--- src/rtl/pixser_pkg.sv ---
package pixser_pkg;

    localparam int BYTE_W = 8;

    typedef enum logic [1:0] {
        VM_WIDE = 2'd0,
        VM_MID  = 2'd1,
        VM_FINE = 2'd2,
        VM_ALT  = 2'd3
    } vmode_e;

    typedef enum logic [1:0] {
        PH_A = 2'd0,
        PH_B = 2'd1,
        PH_C = 2'd2,
        PH_D = 2'd3
    } phase_e;

    typedef enum logic {
        ARM_IDLE = 1'b0,
        ARM_WAIT = 1'b1
    } arm_e;

    typedef enum logic [1:0] {
        FN_PEN = 2'd0,
        FN_COL = 2'd1,
        FN_CTL = 2'd2,
        FN_NOP = 2'd3
    } func_e;

    function automatic logic [2:0] level3(input logic [1:0] lv);
        unique case (lv)
            2'd0:    return 3'b000;
            2'd1:    return 3'b100;
            default: return 3'b111;
        endcase
    endfunction

    function automatic logic [1:0] level2(input logic [1:0] lv);
        unique case (lv)
            2'd0:    return 2'b00;
            2'd1:    return 2'b10;
            default: return 2'b11;
        endcase
    endfunction

    function automatic logic [7:0] hwc_to_rgb332(input logic [4:0] code);
        logic [4:0] c;
        logic [1:0] r;
        logic [1:0] g;
        logic [1:0] b;
        c = (code >= 5'd27) ? (code - 5'd27) : code;
        r = 2'(c / 5'd9);
        g = 2'((c / 5'd3) % 5'd3);
        b = 2'(c % 5'd3);
        return {level3(r), level3(g), level2(b)};
    endfunction

endpackage

--- src/rtl/pixser_ctrl.sv ---
module pixser_ctrl
    import pixser_pkg::*;
#(
    parameter int NPENS = 16,
    parameter int HWC_W = 5,
    localparam int SEL_W = $clog2(NPENS + 1),
    localparam int TAB_W = (NPENS + 1) * HWC_W
) (
    input  logic             clk,
    input  logic             rst_n,
    input  logic             tick,
    input  logic             hsync,
    input  logic             io_wr,
    input  logic [15:0]      io_addr,
    input  logic [7:0]       io_data,
    output vmode_e           mode,
    output logic [TAB_W-1:0] pen_tab,
    output logic             upper_rom_en,
    output logic             irq_cnt_clr
);

    logic       sel_hit;
    func_e      fn;
    logic       wr_pen;
    logic       wr_col;
    logic       wr_ctl;
    logic       hs_q;
    logic       fall;
    arm_e       arm_q;
    arm_e       arm_d;
    vmode_e     mode_q;
    vmode_e     pend_q;
    logic [SEL_W-1:0] pen_sel;
    logic       unused_ctl_bits;

    assign unused_ctl_bits = ^{io_addr[14:0], io_data[5]};

    assign sel_hit = io_wr & ~io_addr[15];
    assign fn      = func_e'(io_data[7:6]);
    assign wr_pen  = sel_hit && (fn == FN_PEN);
    assign wr_col  = sel_hit && (fn == FN_COL);
    assign wr_ctl  = sel_hit && (fn == FN_CTL);
    assign fall    = tick & hs_q & ~hsync;

    // pen selection register
    always_ff @(posedge clk) begin
        if (!rst_n) begin
            pen_sel <= '0;
        end else if (wr_pen) begin
            pen_sel <= io_data[4] ? SEL_W'(NPENS) : SEL_W'(io_data[3:0]);
        end
    end

    // pen table, one register per entry (last entry is the border)
    for (genvar g = 0; g <= NPENS; g++) begin : g_pen
        logic [HWC_W-1:0] ent_q;
        always_ff @(posedge clk) begin
            if (!rst_n) begin
                ent_q <= '0;
            end else if (wr_col && (pen_sel == SEL_W'(g))) begin
                ent_q <= io_data[HWC_W-1:0];
            end
        end
        assign pen_tab[g*HWC_W +: HWC_W] = ent_q;
    end

    // mode deferral machine: next state
    always_comb begin
        unique case (arm_q)
            ARM_IDLE: arm_d = wr_ctl ? ARM_WAIT : ARM_IDLE;
            ARM_WAIT: arm_d = wr_ctl ? ARM_WAIT : (fall ? ARM_IDLE : ARM_WAIT);
        endcase
    end

    // mode deferral machine: state register
    always_ff @(posedge clk) begin
        if (!rst_n) begin
            arm_q <= ARM_IDLE;
        end else begin
            arm_q <= arm_d;
        end
    end

    // mode deferral machine: data and outputs
    always_ff @(posedge clk) begin
        if (!rst_n) begin
            hs_q         <= 1'b0;
            mode_q       <= VM_WIDE;
            pend_q       <= VM_WIDE;
            upper_rom_en <= 1'b1;
            irq_cnt_clr  <= 1'b0;
        end else begin
            if (tick) begin
                hs_q <= hsync;
            end
            if ((arm_q == ARM_WAIT) && fall) begin
                mode_q <= pend_q;
            end
            if (wr_ctl) begin
                pend_q       <= vmode_e'(io_data[1:0]);
                upper_rom_en <= ~io_data[3];
            end
            irq_cnt_clr <= wr_ctl & io_data[4];
        end
    end

    assign mode = mode_q;

    AST_HIGH_ADDR_IGNORED: assert property (@(posedge clk) disable iff (!rst_n)
        (io_wr && io_addr[15]) |=> ($stable(pen_sel) && $stable(pend_q) && $stable(upper_rom_en)));

    AST_MODE_AT_HS_END: assert property (@(posedge clk) disable iff (!rst_n)
        !$stable(mode_q) |-> $past(tick && hs_q && !hsync));

    AST_ROM_LEVEL: assert property (@(posedge clk) disable iff (!rst_n)
        (io_wr && !io_addr[15] && io_data[7:6] == 2'b10) |=> (upper_rom_en == !$past(io_data[3])));

endmodule

--- src/rtl/pixser_unpack.sv ---
module pixser_unpack
    import pixser_pkg::*;
#(
    parameter int MAX_PIX = 8,
    parameter int IDX_W   = 4,
    localparam int CNT_W  = $clog2(MAX_PIX + 1)
) (
    input  logic [BYTE_W-1:0]        vbyte,
    input  vmode_e                   mode,
    output logic [MAX_PIX*IDX_W-1:0] idx,
    output logic [CNT_W-1:0]         cnt,
    output logic [MAX_PIX-1:0]       act
);

    always_comb begin
        unique case (mode)
            VM_WIDE, VM_ALT: cnt = CNT_W'(2);
            VM_MID:          cnt = CNT_W'(4);
            VM_FINE:         cnt = CNT_W'(8);
        endcase
    end

    for (genvar k = 0; k < MAX_PIX; k++) begin : g_slot
        logic [IDX_W-1:0] w_idx;
        logic [IDX_W-1:0] m_idx;
        logic [IDX_W-1:0] f_idx;
        logic [IDX_W-1:0] sel_idx;

        if (k < 2) begin : g_wide
            assign w_idx = IDX_W'({vbyte[1-k], vbyte[5-k], vbyte[3-k], vbyte[7-k]});
        end else begin : g_wide_off
            assign w_idx = '0;
        end

        if (k < 4) begin : g_mid
            assign m_idx = IDX_W'({vbyte[3-k], vbyte[7-k]});
        end else begin : g_mid_off
            assign m_idx = '0;
        end

        assign f_idx = IDX_W'(vbyte[7-k]);

        always_comb begin
            unique case (mode)
                VM_WIDE, VM_ALT: sel_idx = w_idx;
                VM_MID:          sel_idx = m_idx;
                VM_FINE:         sel_idx = f_idx;
            endcase
        end

        assign idx[k*IDX_W +: IDX_W] = sel_idx;
        assign act[k] = (CNT_W'(k) < cnt);
    end

endmodule

--- src/rtl/pixser_palette.sv ---
module pixser_palette
    import pixser_pkg::*;
#(
    parameter int MAX_PIX = 8,
    parameter int IDX_W   = 4,
    parameter int NPENS   = 16,
    parameter int HWC_W   = 5,
    localparam int TAB_W  = (NPENS + 1) * HWC_W
) (
    input  logic [MAX_PIX*IDX_W-1:0] idx,
    input  logic [MAX_PIX-1:0]       act,
    input  logic [TAB_W-1:0]         pen_tab,
    input  logic                     border,
    output logic [MAX_PIX*8-1:0]     rgb
);

    for (genvar k = 0; k < MAX_PIX; k++) begin : g_lut
        logic [IDX_W-1:0] pen;
        logic [HWC_W-1:0] code;

        assign pen  = idx[k*IDX_W +: IDX_W];
        assign code = border ? pen_tab[NPENS*HWC_W +: HWC_W]
                             : pen_tab[int'(pen)*HWC_W +: HWC_W];
        assign rgb[k*8 +: 8] = act[k] ? hwc_to_rgb332(code) : 8'h00;
    end

endmodule

--- src/rtl/pixser_top.sv ---
module pixser_top
    import pixser_pkg::*;
#(
    parameter int MAX_PIX = 8,
    parameter int NPENS   = 16,
    parameter int HWC_W   = 5,
    localparam int IDX_W  = $clog2(NPENS),
    localparam int CNT_W  = $clog2(MAX_PIX + 1),
    localparam int TAB_W  = (NPENS + 1) * HWC_W
) (
    input  logic                 clk,
    input  logic                 rst_n,
    input  logic                 io_wr,
    input  logic [15:0]          io_addr,
    input  logic [7:0]           io_data,
    input  logic [7:0]           vid_byte,
    input  logic                 disp_en,
    input  logic                 hsync,
    output logic                 pix_vld,
    output logic [CNT_W-1:0]     pix_cnt,
    output logic [MAX_PIX*8-1:0] pix_rgb,
    output logic                 upper_rom_en,
    output logic                 irq_cnt_clr
);

    phase_e                   ph_q;
    phase_e                   ph_d;
    logic                     tick;
    vmode_e                   mode;
    logic [TAB_W-1:0]         pen_tab;
    logic [MAX_PIX*IDX_W-1:0] idx;
    logic [CNT_W-1:0]         grp_cnt;
    logic [MAX_PIX-1:0]       act;
    logic [MAX_PIX*8-1:0]     grp_rgb;

    // phase sequencer: next state
    always_comb begin
        unique case (ph_q)
            PH_A: ph_d = PH_B;
            PH_B: ph_d = PH_C;
            PH_C: ph_d = PH_D;
            PH_D: ph_d = PH_A;
        endcase
    end

    // phase sequencer: state register
    always_ff @(posedge clk) begin
        if (!rst_n) begin
            ph_q <= PH_A;
        end else begin
            ph_q <= ph_d;
        end
    end

    assign tick = (ph_q == PH_D);

    pixser_ctrl #(
        .NPENS (NPENS),
        .HWC_W (HWC_W)
    ) u_ctrl (
        .clk          (clk),
        .rst_n        (rst_n),
        .tick         (tick),
        .hsync        (hsync),
        .io_wr        (io_wr),
        .io_addr      (io_addr),
        .io_data      (io_data),
        .mode         (mode),
        .pen_tab      (pen_tab),
        .upper_rom_en (upper_rom_en),
        .irq_cnt_clr  (irq_cnt_clr)
    );

    pixser_unpack #(
        .MAX_PIX (MAX_PIX),
        .IDX_W   (IDX_W)
    ) u_unpack (
        .vbyte (vid_byte),
        .mode  (mode),
        .idx   (idx),
        .cnt   (grp_cnt),
        .act   (act)
    );

    pixser_palette #(
        .MAX_PIX (MAX_PIX),
        .IDX_W   (IDX_W),
        .NPENS   (NPENS),
        .HWC_W   (HWC_W)
    ) u_palette (
        .idx     (idx),
        .act     (act),
        .pen_tab (pen_tab),
        .border  (~disp_en),
        .rgb     (grp_rgb)
    );

    // output registers, loaded on the tick edge
    always_ff @(posedge clk) begin
        if (!rst_n) begin
            pix_vld <= 1'b0;
            pix_cnt <= '0;
            pix_rgb <= '0;
        end else if (tick) begin
            pix_vld <= 1'b1;
            pix_cnt <= grp_cnt;
            pix_rgb <= grp_rgb;
        end else begin
            pix_vld <= 1'b0;
        end
    end

    AST_VLD_SINGLE: assert property (@(posedge clk) disable iff (!rst_n)
        pix_vld |=> !pix_vld);

    AST_CNT_POW2: assert property (@(posedge clk) disable iff (!rst_n)
        pix_vld |-> ($countones(pix_cnt) == 1));

    AST_UNUSED_SLOTS: assert property (@(posedge clk) disable iff (!rst_n)
        (pix_vld && pix_cnt == CNT_W'(2)) |-> (pix_rgb[MAX_PIX*8-1:16] == '0));

endmodule

--- config.mk ---
export PLATFORM = sky130hd
export DESIGN_NAME = pixser_top
export DESIGN_NICKNAME = d
export VERILOG_FILES = /design/src/rtl/pixser_pkg.sv /design/src/rtl/pixser_ctrl.sv /design/src/rtl/pixser_unpack.sv /design/src/rtl/pixser_palette.sv /design/src/rtl/pixser_top.sv
export SDC_FILE = /design/constraint.sdc
export NUM_CORES = 1
export LEC_CHECK = 0
export BUFFER_PORTS_ARGS = -buffer_cell sky130_fd_sc_hd__buf_2
export CAP_MARGIN = 20
export CORE_MARGIN = 10
export CORE_UTILIZATION = 40
export DETAILED_ROUTE_END_ITERATION = 10
export PLACE_DENSITY_LB_ADDON = 0.05
export REMOVE_ABC_BUFFERS = 1
export SLEW_MARGIN = 20
export SYNTH_ARGS = -nofsm -noshare
export SYNTH_HDL_FRONTEND = slang
export SYNTH_SLANG_ARGS = --single-unit
--- constraint.sdc ---
create_clock -name clk -period 14.1 [get_ports clk]
set_input_delay 1.41 -clock clk [delete_from_list [all_inputs] [get_ports clk]]
set_output_delay 1.41 -clock clk [all_outputs]
set_load 0.02 [all_outputs]
==> impl_summary.log <==
INFO  metric synth_compound_area_share = 24.96%
INFO  metric avgViaCountPerCell = 5.891
INFO  metric synth_sequential_area_ratio = 23.73%
INFO  metric synthesis.area = 12820 sq um
INFO  metric synth_simple_gate_area_share = 21.15%
INFO  metric clk_transition_reported_paths = 0.07 ns
INFO  metric switching_share = 33.54%
INFO  metric synth.lib_cells_used.distinct = 110
INFO  metric cts_buffer_depth = 2
INFO  metric run_status = finished clean
INFO  metric part_of_the_power_in_registers = 36.3%
INFO  metric final_core_utilization = 44.04%
INFO  metric met2_wirelength = 18.23 mm
INFO  metric number_of_hold_repair_buffers_added_at_the_cts_stage = 0
INFO  metric synthesis.instances = 1563
INFO  metric detailed_place_hpwl = 28.27 mm
INFO  metric routed_length_per_placed_instance = 19.62 microns
INFO  metric cp-start-kind = primary input
INFO  metric hold_viol_final = 0
INFO  metric first_pass_grt_wire_length = 62.91 mm
INFO  metric setup.worst_path.class = in2reg
INFO  metric syn_area_per_cell = 8.203 sq um
INFO  metric insertion_delay = 0.45 ns
INFO  metric clkPwrFrac = 40.3%
INFO  metric gp_congestion = 0.8482
INFO  metric cts.repair_timing.setup_buffer_count = 0
INFO  metric hold_ws = 0.4365 ns
INFO  metric yosys-mux-area-fraction = 16.52%
INFO  metric route.top_layer_used = met4
INFO  metric largest_net_degree_at_the_start_of_global_routing = 83
INFO  metric wl_met1 = 18.56 mm
INFO  metric layout.area.seq = 3043 sq um
INFO  metric route.final.wire_length = 39.11 mm
INFO  metric globalRouteOverflowTotal = 0
INFO  metric power.density = 87.53 nW/um^2
INFO  metric rows = 65
INFO  metric multi_input_comb_area = 8950 sq um
INFO  metric initial_core_util = 40.63%
INFO  metric met3_wirelength = 1.724 mm
INFO  metric design.portCount = 108
INFO  metric yosys.area_share.adder = 5.563%
INFO  metric synthXorXnorAreaFrac = 1.366%
INFO  metric slew-limit-headroom = 26.25%
INFO  metric report.final.slew_viol_count = 0
INFO  metric cts_buffers = 17
INFO  metric skew = 0.01027 ns
INFO  metric synth-async-reset-ratio = 0%
INFO  metric antenna_left = 0
INFO  metric grt_setup_unrepaired = no
INFO  metric power.leakage = 5.678 nW
INFO  metric synth_flop_cell = dfxtp_1
INFO  metric cts-resized-gates = 0
INFO  metric first_iteration_detailed_routing_drc_count = 814
INFO  metric first_global_vias = 11200
INFO  metric achievable-frequency = 0.1279 GHz
INFO  metric power_dissipated_by_switching_net_loads = 0.4079 mW
INFO  metric final_period_minus_worst_setup_slack = 7.816 ns
INFO  metric internal_power = 0.8083 mW
INFO  metric number_of_synthesized_flops_with_an_enable_pin = 0
INFO  metric worst_path_required = 14.39 ns
INFO  metric grt_use_total = 19.96%
INFO  metric vdd_drop_max = 0.00008369 V
INFO  metric drive_above_1_share = 16.98%
INFO  metric drt-pass1-iter-count = 5
INFO  metric clock_tree_from_tritoncts = built
INFO  metric period_share = 55.43%
INFO  metric synth.ff_latch_count = 152
INFO  metric final_cells = 1993
INFO  metric root_buffer = clkbuf_16
INFO  metric tightestPinTransition = 1.102 ns
INFO  metric syn_to_final_growth = 8.383%
INFO  metric largest_family_of_logic_cells_by_synthesized_area = compound AO/OA/AOI/OAI gates
INFO  metric clock_sinks = 152
INFO  metric endpoint_arrival_time_on_the_critical_path = 8.11 ns
INFO  metric cap_viol_max_count = 0
INFO  metric die-area = 39610 sq um
INFO  metric finalSetupViolCount = 0
INFO  metric post-place-cells = 1960
INFO  metric ys_warn_count = 0
INFO  metric grt_antenna_before_repair = 0
INFO  metric drc = 0
INFO  metric buffer_ports.inserted = 90
INFO  metric core = 31560 sq um
INFO  metric critical_path_peak_fanout = 23
INFO  metric endpoint_kind_of_the_worst_setup_timing_path = flip-flop
INFO  metric routed_via_count = 11740
INFO  metric nNetsFinal = 1671
INFO  metric n_fill_cell = 3211
INFO  metric setup_total_negative_slack = 0 ns
INFO  metric die_w = 199.0 microns
INFO  metric cts_htree_levels = 4
INFO  metric die_height = 199.0 microns
INFO  metric power_frac_comb = 23.3%
INFO  metric hold_class = reg2reg
-- logic make-up after synthesis --
kind of cell,Yosys count
AOI/OAI and AO/OA,419
xor gates and xnor gates,20
adders and majority gates,57
buffers and inverters,177
DFF,152
muxes,171
other,1
and+or+nand+nor,566
-- cell usage after synthesis (8+ instances only) --
cell	count	area (sq um)
buf_1	8	30.03
nor2_1	185	694.4
clkbuf_1	40	150.1
or2_2	9	56.30
o21ai_0	66	330.3
and3_1	21	131.4
buf_4	26	195.2
mux2i_1	133	1331
a31oi_1	36	225.2
a32o_1	10	100.1
xnor2_1	14	122.6
inv_1	68	255.2
o31ai_1	17	127.6
nor3_1	33	165.2
and2_1	22	137.6
nand3b_1	12	90.09
o211ai_1	18	135.1
nand4_1	8	50.05
a21bo_2	19	190.2
a211oi_1	16	120.1
nand2b_1	18	112.6
nand3_1	51	255.2
a31o_2	17	148.9
dfxtp_1	152	3043
a22oi_1	16	120.1
a21oi_1	65	325.3
buf_6	9	101.4
mux4_2	30	675.7
or3_1	19	118.9
a21o_1	12	90.09
nand2_1	137	514.2
ha_1	57	713.2
buf_2	19	95.09
nor2b_1	14	87.58
-- power by group through the flow --
stage                     Sequential [mW]  Combinational (mW)  Clock [mW]
after global routing                0.442               0.320       0.521
after detailed placement            0.452               0.283           0
after floorplan                     0.457               0.197           0
after global placement              0.451               0.280           0
after CTS                           0.442               0.285       0.503
final                               0.442               0.284       0.491
-- through the flow --
stage / setup WS (ns) / power, mW / instance area, sq um
after floorplan: 7.265 / 0.6532 / 12240
after global placement: 5.916 / 0.7315 / 13270
after detailed placement: 5.856 / 0.7347 / 13270
after CTS: 6.283 / 1.230 / 13880
after global routing: 5.585 / 1.284 / 13890
final: 6.284 / 1.216 / 13900
-- critical path, cell delays in order --
cell      delay [ns]
buf_2           0.59
mux4_2          0.64
a22oi_1         0.16
a31oi_1         0.25
ha_1            0.36
nand3b_1        0.25
mux2i_2         0.29
ha_1            0.26
a221oi_1        0.49
o221ai_1        0.24
a32oi_1         0.40
a21oi_1         0.26
xnor2_1         0.22
ha_1            0.24
nand4b_1        0.23
nor2_2          0.27
inv_1           0.10
ha_1            0.22
or4b_1          0.51
o32ai_1         0.38
and3_1          0.24
a311oi_1        0.09
-- area by class of cell --
type                       instances  area share [%]
inverter                          74           2.017
antenna                            1         0.01801
clock buffer                      17           3.061
tap                              402           3.620
timing repair buffer              98           3.674
sequential                       152           21.90
multi-input combinational       1234           64.41
clock inverter                    15           1.306
-- registers in the layout, indices dropped and copies added, names as in the netlist --
register,count
u_ctrl.irq_cnt_clr,1
ph_q,2
u_ctrl.pend_q,2
pix_rgb,48
u_ctrl.mode,2
u_ctrl.upper_rom_en,1
pix_vld,1
pix_cnt,3
u_ctrl.pen_sel,5
u_ctrl.arm_q,1
u_ctrl.g_pen.ent_q,85
u_ctrl.hs_q,1
-- final timing paths --
path             startpoint          end  slack, ns  cells past startpoint
max reg2reg  u_ctrl.mode[0]  pix_rgb[12]       6.34                     25
min              pix_cnt[3]   pix_cnt[3]       0.44                      2
max             vid_byte[6]  pix_rgb[12]       6.28                     22
min reg2reg      pix_cnt[3]   pix_cnt[3]       0.44                      2
-- metal layers --
layer,vias to the layer above,global-route usage (%)
met5,-,0
met4,0,5.227
met1,5626,26.61
met2,248,32.89
met3,37,2.873
li1,5829,-
-- cells in the final DEF (no fill, tap or decap), types with 9 or more instances in the layout --
cell type,n
nor2_1,184
dfxtp_1,152
nand2_1,137
mux2i_1,133
buf_2,90
inv_1,67
o21ai_0,66
a21oi_1,65
ha_1,56
nand3_1,51
a31oi_1,36
nor3_1,32
mux4_2,30
and2_1,22
and3_1,21
a21bo_2,19
or3_1,19
nand2b_1,18
o211ai_1,18
o31ai_1,17
a31o_2,17
clkbuf_16,17
a22oi_1,16
a211oi_1,16
xnor2_1,14
nor2b_1,14
nand3b_1,12
a21o_1,12
a32o_1,10
or2_2,9
No activity file was read; power rests on OpenSTA's default activity.
